==> src/rtl/sio_bus_pkg.sv <==
// Shared types for the serial card bus interface.
// Assumes at most one of the IN/OUT strobes is meaningful per cycle.
package sio_bus_pkg;
    // Classification of the current bus cycle as seen by this card.
    typedef enum logic [1:0] {
        ACC_NONE  = 2'd0,
        ACC_READ  = 2'd1,
        ACC_WRITE = 2'd2
    } acc_kind_t;
endpackage

==> src/rtl/sio_port_decode.sv <==
// Port address decoder: compares the upper address bits against the base
// and classifies the cycle. Assumes an OUT strobe dominates if both are high.
module sio_port_decode
    import sio_bus_pkg::*;
#(
    parameter int BASE_W = 6
) (
    input  logic [BASE_W-1:0] addr_hi,
    input  logic              addr_lsb,
    input  logic [BASE_W-1:0] base_sel,
    input  logic              io_rd,
    input  logic              io_wr,
    output acc_kind_t         acc_kind,
    output logic              reg_sel
);
    logic addr_hit;

    // Compare the port window and classify the cycle.
    always_comb begin
        addr_hit = (addr_hi == base_sel);
        if (!addr_hit)  acc_kind = ACC_NONE;
        else if (io_wr) acc_kind = ACC_WRITE;
        else if (io_rd) acc_kind = ACC_READ;
        else            acc_kind = ACC_NONE;
    end

    // Register select follows the lowest address bit unconditionally.
    assign reg_sel = addr_lsb;
endmodule

==> src/rtl/sio_chip_split.sv <==
// Splits the card select into one select per serial controller using the
// controller-index address bits. Assumes NUM_CHIPS <= 2**CHIP_BITS.
module sio_chip_split #(
    parameter int NUM_CHIPS = 2,
    parameter int CHIP_BITS = 1
) (
    input  logic                 card_sel,
    input  logic [CHIP_BITS-1:0] chip_idx,
    output logic [NUM_CHIPS-1:0] chip_sel
);
    // One comparator per controller; index 0 is the inverted-polarity one.
    for (genvar i = 0; i < NUM_CHIPS; i++) begin : g_chip
        assign chip_sel[i] = card_sel && (chip_idx == CHIP_BITS'(i));
    end
endmodule

==> src/rtl/sio_wait_ctl.sv <==
// Wait-state flop: sets at the first edge of a matching access, clears
// when the processor acknowledges its wait state. Assumes wait_ack is
// synchronous to clk. The clear dominates the set.
module sio_wait_ctl (
    input  logic clk,
    input  logic rst_n,
    input  logic match,
    input  logic wait_ack,
    output logic ready_o
);
    logic wait_q;
    logic match_q;
    logic start;

    // A new access is a match not present at the previous edge.
    assign start = match && !match_q;

    // Track match history and the wait flop.
    always_ff @(posedge clk) begin
        if (!rst_n) begin
            wait_q  <= 1'b0;
            match_q <= 1'b0;
        end else begin
            match_q <= match;
            if (wait_ack)   wait_q <= 1'b0;
            else if (start) wait_q <= 1'b1;
        end
    end

    assign ready_o = !wait_q;

    assert_wait_set_R6: assert property (@(posedge clk) disable iff (!rst_n)
        (start && !wait_ack) |=> !ready_o);

    assert_wait_release_R7: assert property (@(posedge clk) disable iff (!rst_n)
        wait_ack |=> ready_o);

    assert_hold_once_R8: assert property (@(posedge clk) disable iff (!rst_n)
        (match && match_q && ready_o) |=> ready_o);

    assert_no_miss_wait_R6: assert property (@(posedge clk) disable iff (!rst_n)
        (!match && ready_o) |=> ready_o);
endmodule

==> src/rtl/sio_bus_iface.sv <==
// Bus-side interface of a dual serial card: port decode, per-controller
// select, direction, read buffer enable and one stretched wait per access.
// Assumes IN and OUT strobes are not asserted together in normal use.
module sio_bus_iface
    import sio_bus_pkg::*;
#(
    parameter int ADDR_W    = 8,
    parameter int NUM_CHIPS = 2
) (
    input  logic                                 clk,
    input  logic                                 rst_n,
    input  logic [ADDR_W-1:0]                    io_addr,
    input  logic                                 io_rd,
    input  logic                                 io_wr,
    input  logic                                 wait_ack,
    input  logic [ADDR_W-2-((NUM_CHIPS>1)?$clog2(NUM_CHIPS):1):0] base_sel,
    output logic                                 card_sel,
    output logic [NUM_CHIPS-1:0]                 chip_sel,
    output logic                                 reg_sel,
    output logic                                 rd_wr_n,
    output logic                                 buf_en,
    output logic                                 cpu_ready
);
    localparam int CHIP_BITS = (NUM_CHIPS > 1) ? $clog2(NUM_CHIPS) : 1;
    localparam int PORT_BITS = 1 + CHIP_BITS;
    localparam int BASE_W    = ADDR_W - PORT_BITS;

    acc_kind_t acc_kind;

    sio_port_decode #(.BASE_W(BASE_W)) u_decode (
        .addr_hi  (io_addr[ADDR_W-1:PORT_BITS]),
        .addr_lsb (io_addr[0]),
        .base_sel (base_sel),
        .io_rd    (io_rd),
        .io_wr    (io_wr),
        .acc_kind (acc_kind),
        .reg_sel  (reg_sel)
    );

    // Derive card-level strobes from the cycle class.
    always_comb begin
        card_sel = (acc_kind != ACC_NONE);
        rd_wr_n  = (acc_kind != ACC_WRITE);
        buf_en   = (acc_kind == ACC_READ);
    end

    sio_chip_split #(.NUM_CHIPS(NUM_CHIPS), .CHIP_BITS(CHIP_BITS)) u_split (
        .card_sel (card_sel),
        .chip_idx (io_addr[PORT_BITS-1:1]),
        .chip_sel (chip_sel)
    );

    sio_wait_ctl u_wait (
        .clk      (clk),
        .rst_n    (rst_n),
        .match    (card_sel),
        .wait_ack (wait_ack),
        .ready_o  (cpu_ready)
    );

    assert_sel_needs_strobe_R1: assert property (@(posedge clk) disable iff (!rst_n)
        card_sel |-> (io_rd || io_wr));

    assert_one_chip_R3: assert property (@(posedge clk) disable iff (!rst_n)
        $onehot0(chip_sel) && ((chip_sel != '0) == card_sel));

    assert_write_only_out_R4: assert property (@(posedge clk) disable iff (!rst_n)
        !rd_wr_n |-> (io_wr && chip_sel != '0));

    assert_buf_read_only_R5: assert property (@(posedge clk) disable iff (!rst_n)
        buf_en |-> (io_rd && !io_wr && rd_wr_n && chip_sel != '0));
endmodule

==> config.mk <==
export PLATFORM = sky130hd
export DESIGN_NAME = sio_bus_iface
export DESIGN_NICKNAME = d
export VERILOG_FILES = /design/src/rtl/sio_bus_pkg.sv /design/src/rtl/sio_port_decode.sv /design/src/rtl/sio_chip_split.sv /design/src/rtl/sio_wait_ctl.sv /design/src/rtl/sio_bus_iface.sv
export SDC_FILE = /design/constraint.sdc
export NUM_CORES = 1
export LEC_CHECK = 0
export ABC_AREA = 1
export BUFFER_PORTS_ARGS = -buffer_cell sky130_fd_sc_hd__buf_2
export CORE_AREA = 2 2 39 41
export CTS_BUF_LIST = sky130_fd_sc_hd__clkbuf_4 sky130_fd_sc_hd__clkbuf_8 sky130_fd_sc_hd__clkbuf_16
export CTS_CLUSTER_DIAMETER = 40
export CTS_CLUSTER_SIZE = 28
export DETAILED_ROUTE_END_ITERATION = 12
export DIE_AREA = 0 0 41 43
export GPL_ROUTABILITY_DRIVEN = 0
export PLACE_DENSITY_LB_ADDON = 0.25
export SYNTH_ARGS = -nofsm -noshare
export SYNTH_HDL_FRONTEND = slang
export SYNTH_SLANG_ARGS = --single-unit
==> constraint.sdc <==
create_clock -name clk -period 3.1 [get_ports clk]
set_clock_uncertainty 0.15 [all_clocks]
set_input_delay 0.465 -clock clk [delete_from_list [all_inputs] [get_ports clk]]
set_output_delay 0.465 -clock clk [all_outputs]
set_load 0.01 [all_outputs]
After elaboration in Yosys (flattened, before gate mapping)
Index checks and enable logic that the tools add are counted.
W data, S select, Z words.
{"block": "totals", "ff_bits": 2, "in_bits": 19, "out_inout_bits": 7, "wordCells": 17}
{"block": "classes", "n_eq_ne": 3, "muxes": 3, "n_bitwise": 2, "n_reduce_logical": 7}
{"op": "$eq A6 B6 Y1", "count": 1}
{"op": "$mux W2", "count": 2}
{"op": "$logic_and A1 B1 Y1", "count": 3}
{"op": "$eq A2 B1 Y1 const B", "count": 1}
{"op": "$logic_not A1 Y1", "count": 2}
{"op": "$ne A2 B2 Y1 const B", "count": 1}
{"op": "$not A1 Y1", "count": 2}
{"op": "$reduce_bool A2 Y1", "count": 1}
{"op": "$reduce_or A2 Y1", "count": 1}
{"op": "$mux W1", "count": 1}

Logic depth before layout (Yosys ltp)
{"block": "depth", "word_depth": 5, "ltp_mapped": 8, "ltp_nobuf": 8}

Modules after synthesis
From an unflattened synthesis, not the netlist that was laid out.
{"block": "hier_totals", "cells_unflattened": 57, "area_unflattened_um2": 259.0}
{"mod": "sio_port_decode", "instances": 1, "cells_per_inst": 38, "area_each_um2": 147.6, "seq_area_each_um2": 0.0}
{"mod": "sio_wait_ctl", "instances": 1, "cells_per_inst": 10, "area_each_um2": 75.1, "seq_area_each_um2": 40.0}
{"mod": "sio_bus_iface", "instances": 1, "cells_per_inst": 5, "area_each_um2": 18.8, "seq_area_each_um2": 0.0}
{"mod": "sio_chip_split", "instances": 1, "cells_per_inst": 4, "area_each_um2": 17.5, "seq_area_each_um2": 0.0}

Worst setup path before layout
Ideal clock, no wire load.
{"block": "synth_timing", "kind": "in2out", "start": "input port io_addr[2]", "end": "output port chip_sel[0]", "t_arrival_ns": 1.117, "required_time_ns": 2.485, "setup_slack_ns": 1.368, "stages": 8, "n_path_buf": 0, "path_cell_list": "inv_1 nand2_1 nand2_1 nor2_1 nand2_1 nor2_2 o21ai_2 nor2_2"}
{"block": "synth_between", "elab_chain_len": 4}
{"element": "from (decl)", "line_no": "sio_bus_iface.sv:12", "source": "input logic [ADDR_W-1:0] io_addr,"}
{"element": "$eq A6 B6 Y1", "line_no": "sio_port_decode.sv:20", "source": "addr_hit = (addr_hi == base_sel);"}
{"element": "$mux W2", "line_no": "sio_port_decode.sv:21", "source": "if (!addr_hit) acc_kind = ACC_NONE;"}
{"element": "$reduce_bool A2 Y1", "line_no": "sio_bus_iface.sv:42", "source": "card_sel = (acc_kind != ACC_NONE);"}
{"element": "$logic_and A1 B1 Y1", "line_no": "sio_chip_split.sv:13", "source": "assign chip_sel[i] = card_sel && (chip_idx == CHIP_BITS'(i));"}
{"element": "to (decl)", "line_no": "sio_bus_iface.sv:18", "source": "output logic [NUM_CHIPS-1:0] chip_sel,"}
Every way passes these cells.

Final worst setup path
{"block": "layout_timing", "start": "input port io_addr[5]", "end": "output port chip_sel[1]"}
Same word-level chain as after synthesis.

==> out/qor.txt <==
Root Buffer - clkbuf_4
Hold_buf cts - 0
Syn-to-layout area delta - 59.7%
# IOs - 26
Initial antenna violation count - 0
Total track usage - 0.0651
CTS tree - yes
Clk sink count - 2
Max-cap viol count - 0
Slew Limit Headroom - 0.814
WL/cell - 6.47 um
Layout cells sized above 1 - 0.514
Worst VDD drop - 122 uV
Cell Pwr Density - 287 mW/mm2
Port Buf Inserts - 23
Initial Util - 0.182
Worst EP arrival - 1.36 ns
Syn_nets - 64
Status - finished, final reports clean
Post-synthesis sequential area ratio - 0.159
Vias per std cell - 3.60
H-Tree Level Count - 1
Rows - 14
Synth area leaders - nand2_1 (21%), inv_1 (19%), dfxtp_1 (16%), nor2_2 (10%), xnor2_1 (7.0%)
WS Path Type - primary input to output port
Leak - 0.250 nW
Synth Cell Area - 251 um2
Final worst slack - 1.13 ns
Flops & latches, synth - 2
YS warnings - 0
Setup crit end kind - output port
Core area - 0.00138 mm2
Worst-Margin Slew - 0.280 ns
Placed instance area - 379 um2
Drt first-iter violations - 6
Die width - 41 um
GR Overflow Total - 0
CTS buffer count - 3
Worst-case clock buffer depth - 2
Total negative slack - 0 ns
Die area - 0.00176 mm2
Fin nets - 91
Count of cell types in the netlist - 14
Final setup violation count - 0
Detailed Place HPWL - 479 um
Post-CTS Setup Inserts - 0
# resized after CTS - 0
Min-Delay Path Class - flop to flop
Tcrit/Tclk final - 0.637
Largest net degree at the start of global routing - 5
Final Hold Viols - 0
Fmax - 507 MHz
Die height - 43 um
Yosys top cell area share - 0.209
Yosys top cell by area - nand2_1
Via count - 310
Minimum clock period - 1.97 ns
Post-route cell area - 402 um2
RSZ-0062 raised after global routing - no
DRT antenna net count - 0
Clock-pin transition on the worst setup and hold timing paths - 0.03 ns
First-pass GRT wire length - 779 um
Crit start category - primary input
Diodes inserted - 0
Slew Viols, Final - 0
CP required - 2.48 ns
Later-pin clock latency in the skew report - 0.23 ns
Post-Syn Area per Cell - 5.59 um2
Worst Path Max Fanout - 4
Total Wirelength - 556 um
DRC Markers - 0
DRT Pass-1 Iters - 4
DP Worst Slack - 1.12 ns
Post-Synthesis Cells - 45
Vias in the first global route - 238
## final cells by class
cell class	count	area [um2]
fill	179	982
multi-input combinational	28	151
timing repair buffer	23	115
inverter	14	52.6
sequential	2	40.0
clock buffer	3	22.5
tap	16	20.0
## synth_stat cells
library cell  count
a21oi_2           1
buf_4             1
dfxtp_1           2
inv_1            13
inv_2             1
nand2_1          14
nand2_2           1
nor2_1            2
nor2_2            4
nor4_1            1
o211ai_2          1
o21ai_2           1
or2_2             1
xnor2_1           2
## cells in the final DEF (no fill, tap or decap)
master     n
nor2_2     4
nand2_1   14
buf_2     23
nor2_1     2
o211ai_2   1
clkbuf_4   3
dfxtp_1    2
or2_2      1
xnor2_1    2
nor4_1     1
nand2_2    1
inv_2      1
a21oi_2    1
inv_1     13
o21ai_2    1
## power breakdown
part / switching (mW) / leakage, nW / internal, mW / total [mW]
Combinational: 0.0151 / 0.220 / 0.0151 / 0.0302
Sequential: 0.0000540 / 0.0161 / 0.0262 / 0.0263
Clock: 0.0161 / 0.0138 / 0.0428 / 0.0589
Total: 0.0313 / 0.250 / 0.0841 / 0.115
## metal layers
metal  share of wire  global-route usage  vias up
li1                -                   -      176
met3            0.11              0.0471        0
met1            0.44              0.0637      123
met2            0.45               0.103       11
met5               0                   0        -
met4               0              0.0200        0
## stage by stage
step / cells / total power, mW / hold WS [ns] / utilization
2_1_floorplan: 45 / 0.0430 / 0.324 / -
6_report: 86 / 0.115 / 0.305 / 0.290
3_5_place_dp: 83 / 0.0573 / 0.303 / 0.274
5_1_grt: 86 / 0.125 / 0.337 / 0.290
4_1_cts: 86 / 0.119 / 0.309 / 0.290
3_3_place_gp: 83 / 0.0566 / 0.297 / 0.274
## registers in the layout (all words and copies together), names as in the netlist
signal and flops:
u_wait.match_q 1, u_wait.wait_q 1
## kinds of logic after synthesis
group,share of synthesized area
flip-flops,0.159
XOR/XNOR,0.0697
AO/OA/AOI/OAI,0.119
AND/OR/NAND/NOR,0.413
buffers and inverters,0.239
## final timing paths
check | slack (ns) | start | depth (start not counted) | to
worst max register to register | 2.35 | u_wait.match_q | 3 | u_wait.wait_q
worst max-delay path | 1.13 | io_addr[5] | 10 | chip_sel[1]
worst min-delay path | 0.30 | u_wait.wait_q | 2 | u_wait.wait_q
worst min register to register | 0.30 | u_wait.wait_q | 2 | u_wait.wait_q
## critical path: stages
cell and delay, ns:
buf_2 0.09, inv_1 0.03, nand2_1 0.04, nand2_1 0.05, nor2_1 0.09, nand2_1 0.08
nor2_2 0.15, o21ai_2 0.13, nor2_2 0.10, buf_2 0.13
Power figures use the tool's default switching activity.
